### src/rtl/trig_seq_pkg.sv
package trig_seq_pkg;

  typedef enum logic {
    SEQ_HUNT  = 1'b0,
    SEQ_FIRED = 1'b1
  } seq_state_e;

  // next value of the internal active flag of the output stage
  function automatic logic form_next(input logic held, input logic fresh,
                                     input logic pulse_mode);
    return pulse_mode ? fresh : (held | fresh);
  endfunction

endpackage

### src/rtl/trig_seq_cond.sv
module trig_seq_cond #(
  parameter int NUM_HITS   = 16,
  parameter int MAX_LEVELS = 16
) (
  input  logic [NUM_HITS-1:0]            hit_i,
  input  logic [NUM_HITS*MAX_LEVELS-1:0] cfg_lvl_mask,
  input  logic [MAX_LEVELS-1:0]          cfg_lvl_all,
  output logic [MAX_LEVELS-1:0]          level_met
);

  function automatic logic eval_level(input logic [NUM_HITS-1:0] hits,
                                      input logic [NUM_HITS-1:0] mask,
                                      input logic                need_all);
    logic [NUM_HITS-1:0] sel;
    sel = hits & mask;
    if (mask == '0) return 1'b0;
    return need_all ? (sel == mask) : (|sel);
  endfunction

  for (genvar l = 0; l < MAX_LEVELS; l++) begin : g_lvl
    assign level_met[l] = eval_level(hit_i,
                                     cfg_lvl_mask[l*NUM_HITS +: NUM_HITS],
                                     cfg_lvl_all[l]);
  end

endmodule

### src/rtl/trig_seq_fsm.sv
module trig_seq_fsm
  import trig_seq_pkg::*;
#(
  parameter int MAX_LEVELS = 16,
  parameter int LVL_W      = 4
) (
  input  logic                  clk,
  input  logic                  rst_n,
  input  logic                  arm,
  input  logic [MAX_LEVELS-1:0] level_met,
  input  logic [LVL_W-1:0]      cfg_last_lvl,
  output logic [LVL_W-1:0]      cur_level,
  output logic                  triggered,
  output logic                  advance,
  output logic                  trig_evt
);

  seq_state_e state_q;
  logic       hunting;
  logic       lvl_met;
  logic       at_last;

  assign hunting  = arm && (state_q == SEQ_HUNT);
  assign lvl_met  = level_met[cur_level];
  assign at_last  = (cur_level == cfg_last_lvl);
  assign advance  = hunting && lvl_met && !at_last;
  assign trig_evt = hunting && lvl_met && at_last;

  always_ff @(posedge clk) begin
    if (!rst_n || !arm) begin
      state_q   <= SEQ_HUNT;
      cur_level <= '0;
    end else if (trig_evt) begin
      state_q   <= SEQ_FIRED;
    end else if (advance) begin
      cur_level <= cur_level + 1'b1;
    end
  end

  assign triggered = (state_q == SEQ_FIRED);

endmodule

### src/rtl/trig_seq_outdly.sv
module trig_seq_outdly
  import trig_seq_pkg::*;
#(
  parameter int OUT_DELAY = 10
) (
  input  logic clk,
  input  logic rst_n,
  input  logic arm,
  input  logic trig_evt,
  input  logic cfg_out_pulse,
  output logic out_act
);

  logic dly_last;

  if (OUT_DELAY > 1) begin : g_chain
    logic [OUT_DELAY-1:0] dly_q;
    always_ff @(posedge clk) begin
      if (!rst_n || !arm) dly_q <= '0;
      else                dly_q <= {dly_q[OUT_DELAY-2:0], trig_evt};
    end
    assign dly_last = dly_q[OUT_DELAY-1];
  end else begin : g_single
    logic dly_q;
    always_ff @(posedge clk) begin
      if (!rst_n || !arm) dly_q <= 1'b0;
      else                dly_q <= trig_evt;
    end
    assign dly_last = dly_q;
  end

  always_ff @(posedge clk) begin
    if (!rst_n || !arm) out_act <= 1'b0;
    else                out_act <= form_next(out_act, dly_last, cfg_out_pulse);
  end

endmodule

### src/rtl/trig_seq_top.sv
module trig_seq_top #(
  parameter int NUM_HITS   = 16,
  parameter int MAX_LEVELS = 16,
  parameter int OUT_DELAY  = 10,
  localparam int LVL_W     = $clog2(MAX_LEVELS),
  localparam int MASK_W    = NUM_HITS * MAX_LEVELS
) (
  input  logic                  clk,
  input  logic                  rst_n,
  input  logic                  arm,
  input  logic [NUM_HITS-1:0]   hit_i,
  input  logic [LVL_W-1:0]      cfg_last_lvl,
  input  logic [MASK_W-1:0]     cfg_lvl_mask,
  input  logic [MAX_LEVELS-1:0] cfg_lvl_all,
  input  logic                  cfg_out_low,
  input  logic                  cfg_out_pulse,
  output logic                  trig_out,
  output logic                  triggered,
  output logic [LVL_W-1:0]      cur_level
);

  logic [MAX_LEVELS-1:0] level_met;
  logic                  advance;
  logic                  trig_evt;
  logic                  out_act;

  trig_seq_cond #(.NUM_HITS(NUM_HITS), .MAX_LEVELS(MAX_LEVELS)) cond_i (
    .hit_i        (hit_i),
    .cfg_lvl_mask (cfg_lvl_mask),
    .cfg_lvl_all  (cfg_lvl_all),
    .level_met    (level_met)
  );

  trig_seq_fsm #(.MAX_LEVELS(MAX_LEVELS), .LVL_W(LVL_W)) fsm_i (
    .clk          (clk),
    .rst_n        (rst_n),
    .arm          (arm),
    .level_met    (level_met),
    .cfg_last_lvl (cfg_last_lvl),
    .cur_level    (cur_level),
    .triggered    (triggered),
    .advance      (advance),
    .trig_evt     (trig_evt)
  );

  trig_seq_outdly #(.OUT_DELAY(OUT_DELAY)) outdly_i (
    .clk           (clk),
    .rst_n         (rst_n),
    .arm           (arm),
    .trig_evt      (trig_evt),
    .cfg_out_pulse (cfg_out_pulse),
    .out_act       (out_act)
  );

  assign trig_out = out_act ^ cfg_out_low;

endmodule

### config.mk
export PLATFORM = sky130hd
export DESIGN_NAME = trig_seq_top
export DESIGN_NICKNAME = d
export VERILOG_FILES = /design/src/rtl/trig_seq_pkg.sv /design/src/rtl/trig_seq_cond.sv /design/src/rtl/trig_seq_fsm.sv /design/src/rtl/trig_seq_outdly.sv /design/src/rtl/trig_seq_top.sv
export SDC_FILE = /design/constraint.sdc
export NUM_CORES = 1
export LEC_CHECK = 0
export ABC_AREA = 1
export BUFFER_PORTS_ARGS = -buffer_cell sky130_fd_sc_hd__buf_4
export CORE_MARGIN = 2
export CORE_UTILIZATION = 26
export CTS_CLUSTER_SIZE = 28
export DETAILED_ROUTE_END_ITERATION = 10
export GPL_ROUTABILITY_DRIVEN = 0
export HOLD_SLACK_MARGIN = 0.02
export PLACE_DENSITY = 0.51
export SYNTH_ARGS = -nofsm -noshare
export SYNTH_HDL_FRONTEND = slang
export SYNTH_HIERARCHICAL = 1
export SYNTH_SLANG_ARGS = --single-unit
### constraint.sdc
create_clock -name clk -period 4.1 [get_ports clk]
set_clock_uncertainty 0.05 [all_clocks]
set_input_delay 0 -clock clk [delete_from_list [all_inputs] [get_ports clk]]
set_output_delay 0 -clock clk [all_outputs]
set_load 0.1 [all_outputs]
# ---- Word level (Yosys, flattened, before mapping)
# Cells that the tools add are included.
dict set report totals {
  inputBits 297
  ff_bits 16
  word_cells 151
  output_inout_bits 6
}
dict set report op_classes {
  muxes 67
  add_sub_neg 1
  reduce_logical 41
  order_cmp 1
  bitwise_logic 20
  eq_ne 17
}
# op n
set ops {}
lappend ops {{$and A16 B16 Y16} 16}
lappend ops {{$eq A16 B16 Y1} 16}
lappend ops {{$logic_not A16 Y1} 16}
lappend ops {{$reduce_or A16 Y1} 16}
lappend ops {{$mux W1} 66}
lappend ops {{$lt A4 B5 Y1 const B} 1}
lappend ops {{$add A4 B1 Y4 const B} 1}
lappend ops {{$bmux W1 S4} 1}
lappend ops {{$eq A4 B4 Y1} 1}
lappend ops {{$logic_and A1 B1 Y1} 4}
lappend ops {{$logic_not A1 Y1} 3}
lappend ops {{$not A1 Y1} 2}
lappend ops {{$reduce_and A2 Y1} 1}
lappend ops {{$logic_or A1 B1 Y1} 1}
lappend ops {{$or A1 B1 Y1} 1}
lappend ops {{$xor A1 B1 Y1} 1}

# ---- Depth between registers and ports, before layout
# Gate-level depths: netlist of the first run.
dict set report depth {
  ltp_word 10
  depth_mapped 20
  mapped_depth_nobuf 18
}

# ---- Cells and area by module
# The synthesis of the first run kept the hierarchy.
# mod instances seq_area_each_um2 cells_each area_each_um2
set modules_own_cells {}
lappend modules_own_cells {trig_seq_cond 1 0.0 1196 4951.0}
lappend modules_own_cells {trig_seq_fsm 1 100.1 100 564.3}
lappend modules_own_cells {trig_seq_outdly 1 220.2 37 356.6}
lappend modules_own_cells {trig_seq_top 1 0.0 5 18.8}

# ---- Worst setup path after synthesis of the first run
# OpenSTA, ideal clock, no wires.
dict set report synth_timing {
  kind {register to register}
  from {register fsm_i.cur_level[0]}
  to {register outdly_i.g_chain.dly_q[0]}
  t_arrival_ns 1.920
  synth_period_minus_slack_ns 2.082
  setup_time_ns 0.112
  stages_incl_launch_ff 11
  t_required_ns 3.938
  n_path_buf 1
  setup_slack_ns 2.018
  path_cell_list {dfxtp_1 -> buf_6 -> nand2_1 -> nand3_1 -> nand3_1 -> nand3_1 -> nand2_4 -> nand3b_1 -> inv_1 -> inv_1 -> nor2_2}
}
dict set report synth_via {
  elab_chain_len 4
  elab_cells_between_ends 5
  classes_between {eq/ne (1); mux (2); reduce/logical (2)}
}
# element line
set synth_rtl {}
lappend synth_rtl {{start, declared} trig_seq_fsm.sv:12} ;# output logic [LVL_W-1:0] cur_level,
lappend synth_rtl {{start signal, assigned} trig_seq_fsm.sv:36} ;# cur_level <= cur_level + 1'b1;
lappend synth_rtl {{$bmux W1 S4} trig_seq_fsm.sv:24} ;# assign lvl_met = level_met[cur_level];
lappend synth_rtl {{$mux W1 (implied by the code)} trig_seq_fsm.sv:24}
lappend synth_rtl {{$logic_and A1 B1 Y1} trig_seq_fsm.sv:27} ;# assign trig_evt = hunting && lvl_met && at_last;
lappend synth_rtl {{$logic_and A1 B1 Y1 (*)} trig_seq_fsm.sv:27}
lappend synth_rtl {{net trig_evt} trig_seq_top.sv:24} ;# logic trig_evt;
lappend synth_rtl {{end signal, assigned} trig_seq_outdly.sv:20} ;# else dly_q <= {dly_q[OUT_DELAY-2:0], trig_evt};
lappend synth_rtl {{end, declared} trig_seq_outdly.sv:17} ;# logic [OUT_DELAY-1:0] dly_q;
# The timed path passes the listed nets; every way through them passes the cells marked *. The select of a mux whose other input is x is not followed.
# A chain may end at the register's enable or synchronous reset.

# ---- Worst setup path after layout of the first run
dict set report layout_timing {
  from {input port hit_i[13]}
  to {register outdly_i.g_chain.dly_q[0]}
}
dict set report layout_via {
  elab_chain_len 8
  elab_cells_between_ends 84
  classes_between {eq/ne (16); mux (34); bitwise (16); reduce/logical (18)}
}
# element line
set layout_rtl {}
lappend layout_rtl {{start, declared} trig_seq_top.sv:11} ;# input logic [NUM_HITS-1:0] hit_i,
lappend layout_rtl {{$and A16 B16 Y16 (*)} trig_seq_cond.sv:15} ;# sel = hits & mask;
lappend layout_rtl {{$eq A16 B16 Y1 / $reduce_or A16 Y1 (equally long branches)} trig_seq_cond.sv:17} ;# return need_all ? (sel == mask) : (|sel);
lappend layout_rtl {{$mux W1 (*) (2 in a row)} trig_seq_cond.sv:17}
lappend layout_rtl {{net level_met[0]} trig_seq_top.sv:22} ;# logic [MAX_LEVELS-1:0] level_met;
lappend layout_rtl {{$bmux W1 S4 (*)} trig_seq_fsm.sv:24}
lappend layout_rtl {{$mux W1 (implied by the code) (*)} trig_seq_fsm.sv:24}
lappend layout_rtl {{$logic_and A1 B1 Y1 (*) (2 in a row)} trig_seq_fsm.sv:27}
lappend layout_rtl {{net trig_evt} trig_seq_top.sv:24}
# Marked as above.

==> results.md, run 1 <==
## Clock network
* **clock insertion delay at the later pin of the skew report** 250 ps
* **CTS clock-pin slew for the worst setup and hold paths** 50 ps
* **Sinks on Clock Net** 16
* **clock tree buffer depth** 2
* **TritonCTS clock tree** done
* **buffers inserted during post-CTS setup optimization** 0
* **CTS H-tree depth** 1
* **Inserted Clock Buffers** 3
* **root buf cell** clkbuf_16
* **Gates resized, CTS repair** 0

## Yosys
* **count of yosys warnings during synthesis** 6
* **cell count after synthesis** 1,337
* **synthesized cell area** 5890 sq um
* **Syn Area/Cell** 4.40 sq um
* **Post-Syn Nets** 1,635

## Setup path
* **data required time at the worst endpoint** 4230 ps
* **end of the worst register-to-register path** outdly_i/g_chain.dly_q[0]
* **Worst Path Max Fanout** 22
* **first element of the critical path** hit_i[13]
* **cell depth of the worst flop-to-flop path** 10
* **CP startpoint kind** input port
* **type of the worst setup path** input port to flop
* **arrival time at the worst endpoint** 2190 ps
* **endpoint type of the worst setup path** flop
* **r2r startpoint** fsm_i/cur_level[0]
* **r2r setup slk** 2090 ps

## Final layout
* **most used cells in the layout excluding fill and tap cells** nand2_1, buf_4, nor2_1, inv_1, nand3_1
* **area delta synth->final** 40.6%
* **most common library cell in the layout ignoring fill and taps** nand2_1
* **layout filler cell count** 2,622
* **layout cells sized above 1** 21.2%
* **Post-layout nets** 1,894

## Timing
* **final total negative setup slack** 0 ps
* **Final period util** 50.3%
* **endpoints failing hold** 0
* **RSZ-0062 raised after global routing** no
* **top achievable clock speed** 485 MHz
* **worst hold slack** 117 ps
* **count of pins over their slew limit** 0
* **final period demand of the worst path** 2060 ps
* **count of final setup violators** 0
* **Slew Limit Headroom** 51.3%
* **slew of the pin with the lowest slew margin** 730 ps

## Routing
* **total detailed-routing wirelength** 34,800 um
* **detailed-route via count** 9,367
* **DRC viols** 0
* **DR pass1 iterations** 5
* **via-per-instance ratio** 4.98
* **count of antenna-violating nets left after detailed routing** 0
* **DRT iter0 DRCs** 725
* **wire length per cell after detailed routing** 18.5 um

## Floorplan
* **Die H** 154 um
* **Die Area** 23,900 sq um
* **initial standard-cell utilization of the core** 26.2%
* **I/O pin total** 303
* **placeable core area** 22,400 sq um
* **cell row count** 55
* **die outline width** 154 um

## Worst hold path
* **launch point of the worst hold path** arm
* **kind of path behind the tightest hold check** input port to flop
* **Worst Hold Path Cells** 5
* **endpoint with the worst hold slack** fsm_i/cur_level[2]

## Placement
* **count of buffers inserted at the top-level ports** 302
* **sum of net half-perimeters after detailed placement** 26,300 um

## Pwr
* **leakage power total** 0.00469 uW
* **highest ir drop seen on vdd** 0.000244 V
* **pwr/cell area** 144 nW/um^2

## Global routing
* **GRT Residual Overflow** 0
* **largest net degree at the start of global routing** 27
* **first-pass GRT wire length** 50,700 um
* **number of global-route vias before repair** 8,601
* **aggregate global-route resource usage** 27.4%
* **antenna violations before repair** 2

## Run
* **max-cap violations** 0

## Run status
* **outcome** complete, no violations

[power breakdown]
| group | switching (uW) | total, uW | internal [uW] |
|---|---|---|---|
| logic | 478 | 816 | 338 |
| registers | 4.31 | 161 | 157 |
| clock network | 64.1 | 212 | 148 |
| total | 546 | 1190 | 643 |
[worst max path at each step]
stage                                      to  depth (start not counted)
finish              outdly_i/g_chain.dly_q[0]                         17
floorplan           outdly_i/g_chain.dly_q[0]                         10
global placement    outdly_i/g_chain.dly_q[0]                         17
detailed placement  outdly_i/g_chain.dly_q[0]                         17
global route               fsm_i/cur_level[0]                         17
CTS                 outdly_i/g_chain.dly_q[0]                         17
[routing by layer]
| layer | vias up | global-route usage (%) | routed length, um |
|---|---|---|---|
| met2 | 498 | 48.7 | 16600 |
| met1 | 4169 | 33.5 | 13900 |
| met5 | - | 0 | 0 |
| li1 | 4632 | - | - |
| met3 | 68 | 5.66 | 3330 |
| met4 | 0 | 7.54 | 1020 |
[sequential cells by signal, indices dropped and copies added (netlist names)]
signal,flops
fsm_i/cur_level,4
fsm_i/triggered,1
outdly_i/g_chain.dly_q,10
outdly_i/out_act,1
[worst max-delay path: stages]
cell and delay [ps]:
buf_4 300, inv_1 360, nand2_1 140, nand4_1 90, nor2_1 110, nand2_1 50
a21oi_1 280, nand2_1 100, nand2_1 70, nand2_1 50, nand3_1 60, nand3_1 110
nand2_4 140, nand3b_1 110, inv_1 80, inv_1 40, nor2_2 80
[through the flow]
stage          util (%)  setup slack [ps]  total power, uW  cell area [sq um]  cells
2_1_floorplan         -              2020              548               5890   1337
3_3_place_gp       36.3              1810              962               8150   1873
3_5_place_dp       36.3              1830              963               8150   1873
4_1_cts            36.9              2080             1180               8270   1880
5_1_grt            36.9              1830             1270               8270   1880
6_report           36.9              2040             1190               8280   1882
[layout make-up]
type	instances	area (sq um)	area share, %
Antenna cell	2	5.00	0.0605
Clock buffer	4	88.8	1.07
Multi-Input combinational cell	1173	4840	58.4
Tap cell	285	357	4.31
Timing Repair Buffer	305	2300	27.8
Inverter	97	372	4.49
Sequential cell	16	320	3.87
[what timing repair did]
action	in CTS	in global routing
hold buffers	3	0
setup endpoints to repair	0	0
hold endpoints to repair	2	0
No activity file was read; power rests on OpenSTA's default activity.
==> inputs of run 2 (changes only) <==
Clock period 4.1 ns to 1.9 ns, I/O delays scaled along.
==> results.md, run 2 (same netlist as run 1, synthesis figures left out) <==
## Routing
* **total detailed-routing wirelength** 36,100 um, +3.8%
* **count of antenna-violating nets left after detailed routing** 0, unchanged
* **detailed-route via count** 9,657, +3.1%
* **DRC viols** 0, unchanged
* **via-per-instance ratio** 4.93, -1.0%
* **DR pass1 iterations** 5, unchanged
* **wire length per cell after detailed routing** 18.4 um, -0.32%
* **DRT iter0 DRCs** 856, +18%

## Setup path
* **delay-heaviest family, CP** simple AND/OR/NAND/NOR gates
* **endpoint type of the worst setup path** flop
* **first element of the critical path** hit_i[7]
* **count of buffering cells on the critical path with inverters included** 6, +2
* **type of the worst setup path** input port to flop
* **data required time at the worst endpoint** 2030 ps, -2200 ps
* **cell breakdown of the critical path** buf_4, clkinvlp_4, nand2_1, nand3_1, nor2_1, nand3_1, a21oi_2, buf_4, inv_1, nand2_1, nand3_1, nand3_1, nand3_2, nand2_4, nand3b_1, inv_1, inv_1, nor2_2
* **r2r startpoint** fsm_i/cur_level[0]
* **standard cell with the maximum stage delay on the critical path** clkinvlp_4
* **CP startpoint kind** input port
* **Worst Path Max Fanout** 8, -64%
* **maximum single-stage delay on the critical path** 250 ps, -110 ps
* **arrival time at the worst endpoint** 1940 ps, -250 ps
* **most repeated library cell on the critical path** nand3_1

## Clock network
* **CTS clock-pin slew for the worst setup and hold paths** 50 ps, about the same
* **clock tree buffer depth** 2, unchanged
* **clock insertion delay at the later pin of the skew report** 250 ps, about the same
* **root buf cell** clkbuf_16
* **Inserted Clock Buffers** 3, unchanged
* **CTS H-tree depth** 1, unchanged
* **TritonCTS clock tree** done
* **buffers inserted during post-CTS setup optimization** 0, unchanged
* **Sinks on Clock Net** 16, unchanged

## Global routing
* **aggregate global-route resource usage** 28.7%, +1.3 points
* **antenna violations before repair** 5, +3
* **number of global-route vias before repair** 8,822, +2.6%
* **GRT Residual Overflow** 0, unchanged
* **first-pass GRT wire length** 52,500 um, +3.5%
* **largest net degree at the start of global routing** 17, -37%

## Final layout
* **most common library cell in the layout ignoring fill and taps** nand2_1
* **flip-flop count of the largest register after layout** 10, unchanged
* **layout filler cell count** 2,544, -3.0%
* **most used cells in the layout excluding fill and tap cells** nand2_1, buf_4, nor2_1, inv_1, nand3_1
* **top register by number of flip-flops** outdly_i/g_chain.dly_q
* **Post-layout nets** 1,970, +4.0%
* **largest registers** outdly_i/g_chain.dly_q (10), fsm_i/cur_level (4)
* **FF+latch area** 325 sq um, +1.6%
* **area delta synth->final** 55.4%
* **multi-input logic area** 4890 sq um, +1.2%
* **count of placed standard cells in the final layout, fillers left out** 1,960, +4.1%
* **layout cells sized above 1** 25.9%, +4.7 points

## Placement
* **minimum setup slack after placement** -156 ps, -1980 ps
* **count of buffers inserted at the top-level ports** 302, unchanged
* **post-placement cell count** 1,951, +4.2%
* **sum of net half-perimeters after detailed placement** 29,300 um, +11%

## Pwr
* **Overall Power** 2780 uW, +130%
* **leakage power total** 0.00515 uW, +9.6%
* **pwr/cell area** 304 nW/um^2, +110%
* **highest ir drop seen on vdd** 0.000417 V, +70%

## Worst hold path
* **launch point of the worst hold path** rst_n
* **kind of path behind the tightest hold check** input port to flop

## Timing
* **top achievable clock speed** 552 MHz
* **Final period util** 95.4%
* **post-route worst setup slack** 87.6 ps, -1950 ps
* **count of final setup violators** 0, unchanged
* **count of pins over their slew limit** 0, unchanged
* **worst hold slack** 115 ps, -2.20 ps
* **final period demand of the worst path** 1810 ps
* **endpoints failing hold** 0, unchanged
* **slew of the pin with the lowest slew margin** 579 ps, -151 ps
* **Slew Limit Headroom** 61.3%, +10 points

## Run
* **max-cap violations** 0, unchanged

## Floorplan
* **Die Area** 23,900 sq um, unchanged
* **die outline width** 154 um, unchanged
* **cell row count** 55, unchanged
* **placeable core area** 22,400 sq um, unchanged
* **Die H** 154 um, unchanged
* **I/O pin total** 303, unchanged
* **initial standard-cell utilization of the core** 26.2%, unchanged

## Run status
* **outcome** complete, no violations

[run 2: where the power goes]
| part | switching (uW) | internal (uW) |
|---|---|---|
| sequential | 7.39 | 339 |
| clock | 130 | 319 |
| combinational | 1100 | 888 |
[run 2: metrics by stage]
| stage | instance area (sq um) | util (%) | setup TNS (ps) |
|---|---|---|---|
| 2_1_floorplan | 5890 | - | 0 |
| 3_3_place_gp | 8960 | 39.9 | -700 |
| 3_5_place_dp | 8960 | 39.9 | -767 |
| 4_1_cts | 9070 | 40.5 | 0 |
| 5_1_grt | 9150 | 40.8 | -104 |
| 6_report | 9150 | 40.8 | 0 |
[run 2: what timing repair did]
action | 4_1_cts | 5_1_grt
hold buffers | 3 | 0
endpoints found under the setup margin | 0 | 6
gates resized for setup | 0 | 21
hold endpoints to repair | 2 | 0
[run 2: layout make-up]
type	count	area share, %
Antenna cell	4	0.109
Multi-Input combinational cell	1173	53.5
Timing Repair Buffer	381	33.8
Tap cell	285	3.90
Clock buffer	4	0.971
Inverter	97	4.17
Sequential cell	16	3.56
[run 2: path summary, 6_finish.rpt]
path	end	slack (ps)	cells after the start
max	outdly_i/g_chain.dly_q[0]	90	18
min reg2reg	outdly_i/g_chain.dly_q[3]	370	2
min	fsm_i/cur_level[0]	120	5
max reg2reg	outdly_i/g_chain.dly_q[0]	300	11
[run 2: worst register-to-register path: stages, from the launching register on]
cell and delay [ps]:
dfxtp_2 490, buf_4 200, nand2_1 50, nand2_1 60
nand2_1 50, nand3_2 80, nand3_2 90, nand2_4 130
nand3b_1 110, inv_1 80, inv_1 50, nor2_2 80
[run 2: metal layers]
metal	wire (um)	GRT usage (%)	vias up	share of wire [%]
li1	-	-	4785	-
met1	14300	35.9	4262	40
met2	17200	50.6	534	48
met3	3390	4.17	76	9.4
met4	1190	9.35	0	3.3
met5	0	0	-	0
==> inputs of run 3 (changes only) <==
Settings changed: ABC_AREA 1 to 0, PLACE_DENSITY 0.51 to 0.53.
==> results.md, run 3 <==
## Clock network
* **Sinks on Clock Net** 16, unchanged
* **root buf cell** clkbuf_16
* **CTS H-tree depth** 1, unchanged
* **number of hold buffers added after cts** 0, -3
* **TritonCTS clock tree** done
* **CTS clock-pin slew for the worst setup and hold paths** 50 ps, about the same
* **clock tree buffer depth** 2, unchanged
* **Inserted Clock Buffers** 3, unchanged
* **clock insertion delay at the later pin of the skew report** 240 ps, about the same

## Setup path
* **cell breakdown of the critical path** buf_12, buf_4, nor2b_1, a2111oi_0, nand4_1, a211oi_2, nor2b_2, a2111oi_4, or4b_4, a2111o_1, o21ai_1
* **Worst Path Max Fanout** 6, -2
* **arrival time at the worst endpoint** 2560 ps, +620 ps
* **delay-heaviest family, CP** compound AO/OA/AOI/OAI gates
* **data required time at the worst endpoint** 2020 ps, about the same
* **r2r startpoint** fsm_i/cur_level[2]
* **CP startpoint kind** input port
* **first element of the critical path** hit_i[5]
* **standard cell with the maximum stage delay on the critical path** or4b_4
* **r2r setup slk** -250 ps, -550 ps
* **end of the worst register-to-register path** fsm_i/cur_level[3]
* **type of the worst setup path** input port to flop
* **maximum single-stage delay on the critical path** 550 ps, +300 ps
* **cell depth of the worst flop-to-flop path** 6, -5
* **endpoint type of the worst setup path** flop
* **count of buffering cells on the critical path with inverters included** 2, -4

## Final layout
* **Post-layout nets** 1,617, -18%
* **final design instance area without fill** 11,700 sq um, +27%
* **largest registers** outdly_i/g_chain.dly_q (10), fsm_i/cur_level (4)
* **top register by number of flip-flops** outdly_i/g_chain.dly_q
* **most used cells in the layout excluding fill and tap cells** buf_4, nor2b_1, a22oi_1, nor4_1, a2111oi_2
* **layout cells sized above 1** 62.3%, +36 points
* **count of placed standard cells in the final layout, fillers left out** 1,553, -21%
* **area delta synth->final** 136%
* **most common library cell in the layout ignoring fill and taps** buf_4
* **flip-flop count of the largest register after layout** 10, unchanged

## Global routing
* **first-pass GRT wire length** 55,300 um, +5.3%
* **largest net degree at the start of global routing** 17, unchanged
* **layer carrying the most global-route usage** met2
* **antenna violations before repair** 1, -4
* **met1 routing resource usage after global routing** 41.6%, +5.7 points
* **GRT Residual Overflow** 0, unchanged
* **fraction of met3 tracks used by global routing** 6.88%, +2.7 points
* **number of global-route vias before repair** 9,902, +12%
* **aggregate global-route resource usage** 35.6%, +6.8 points
* **routing usage on met2** 60.9%, +10 points

## Timing
* **RSZ-0062 raised after global routing** yes
* **post-route worst setup slack** -531 ps, -618 ps
* **final total negative setup slack** -2700 ps, -2700 ps
* **count of final setup violators** 6, +6
* **top achievable clock speed** 411 MHz, -25%
* **slew of the pin with the lowest slew margin** 511 ps, -68.0 ps
* **Slew Limit Headroom** 65.0%, +3.7 points
* **final period demand of the worst path** 2430 ps, +618 ps
* **endpoints failing hold** 0, unchanged
* **Final period util** 128%, +33 points
* **count of pins over their slew limit** 0, unchanged

## Worst hold path
* **Worst Hold Path Cells** 2, -3
* **kind of path behind the tightest hold check** input port to flop
* **launch point of the worst hold path** arm
* **endpoint with the worst hold slack** outdly_i/out_act

## Floorplan
* **Die H** 142 um, -8.2%
* **cell row count** 50, -9.1%
* **Die Area** 20,100 sq um, -16%
* **die outline width** 142 um, -8.2%
* **initial standard-cell utilization of the core** 26.5%, +0.25 points
* **I/O pin total** 303, unchanged
* **placeable core area** 18,600 sq um, -17%

## Routing
* **DR pass1 iterations** 6, +1
* **wire length per cell after detailed routing** 24.2 um, +31%
* **DRC viols** 0, unchanged
* **total detailed-routing wirelength** 37,600 um, +4.1%
* **DRT iter0 DRCs** 968, +13%
* **count of antenna-violating nets left after detailed routing** 0, unchanged
* **detailed-route via count** 9,339, -3.3%
* **via-per-instance ratio** 6.01, +22%

## Placement
* **sum of net half-perimeters after detailed placement** 28,800 um, -1.6%
* **post-placement cell count** 1,509, -23%
* **count of buffers inserted at the top-level ports** 302, unchanged
* **post-place instance area** 10,200 sq um, +13%

## Run status
* **failing checks** setup timing
* **outcome** finished with violations

## Pwr
* **highest ir drop seen on vdd** 0.000256 V, -38%
* **leakage power total** 0.00515 uW, +0.13%
* **pwr/cell area** 289 nW/um^2, -5.0%
* **Pint** 2100 uW, +36%
* **fraction of power consumed by sequential logic** 10.1%, -2.3 points
* **part of the power in the clock network** 13.3%, -2.8 points
* **combinational fraction of design power** 76.6%, +5.2 points
* **Switching Fraction** 37.5%, -6.9 points
* **switching pwr** 1260 uW, +2.2%

## Yosys
* **count of yosys warnings during synthesis** 6, unchanged
* **cell count after synthesis** 661, -51%
* **synthesized cell area** 4940 sq um, -16%
* **Syn Area/Cell** 7.47 sq um, +70%
* **Post-Syn Nets** 959, -41%

## Run
* **max-cap violations** 0, unchanged

[run 3: timing repair]
item / in CTS / in global routing
pin swaps: 35 / 31
cloned: 3 / 1
endpoints found under the setup margin: 6 / 6
resized for setup: 173 / 51
setup buffers: 26 / 13
[run 3: area by class of cell]
type	count	area, sq um
tap	234	293
multi-input combinational	587	5000
fill	1621	6980
antenna	1	2.50
clock buffer	4	88.8
inverter	8	60.1
timing repair buffer	703	5880
sequential	16	333
[run 3: metrics by stage]
step	util [%]	hold WS [ps]	setup slack, ps	power [uW]
after global routing	62.6	32.9	-611	3500
final	62.6	33.1	-531	3370
after detailed placement	54.4	286	-1130	2470
after global placement	54.4	281	-1080	2470
after floorplan	-	102	-468	1000
after CTS	60.7	30.9	-455	3220
[run 3: metal layers]
layer / up-vias / wire [um]
met1: 4304 / 13800
met3: 201 / 4060
met2: 735 / 17300
met4: 0 / 2380
li1: 4099 / -
met5: - / 0
[run 3: power groups by stage]
stage | Clock, uW | Sequential [uW] | Combinational (uW)
finish | 449 | 339 | 2580
global route | 471 | 338 | 2690
CTS | 456 | 338 | 2420
detailed placement | 0 | 345 | 2130
global placement | 0 | 344 | 2130
floorplan | 0 | 350 | 650
[run 3: worst max path at each step]
stage	endpoint	slack [ps]	cells after the start
after floorplan	fsm_i/cur_level[3]	-470	11
after global placement	fsm_i/cur_level[2]	-1080	12
after detailed placement	fsm_i/cur_level[2]	-1130	12
after CTS	fsm_i/cur_level[3]	-460	11
after global routing	fsm_i/cur_level[2]	-610	12
final	fsm_i/cur_level[3]	-530	11
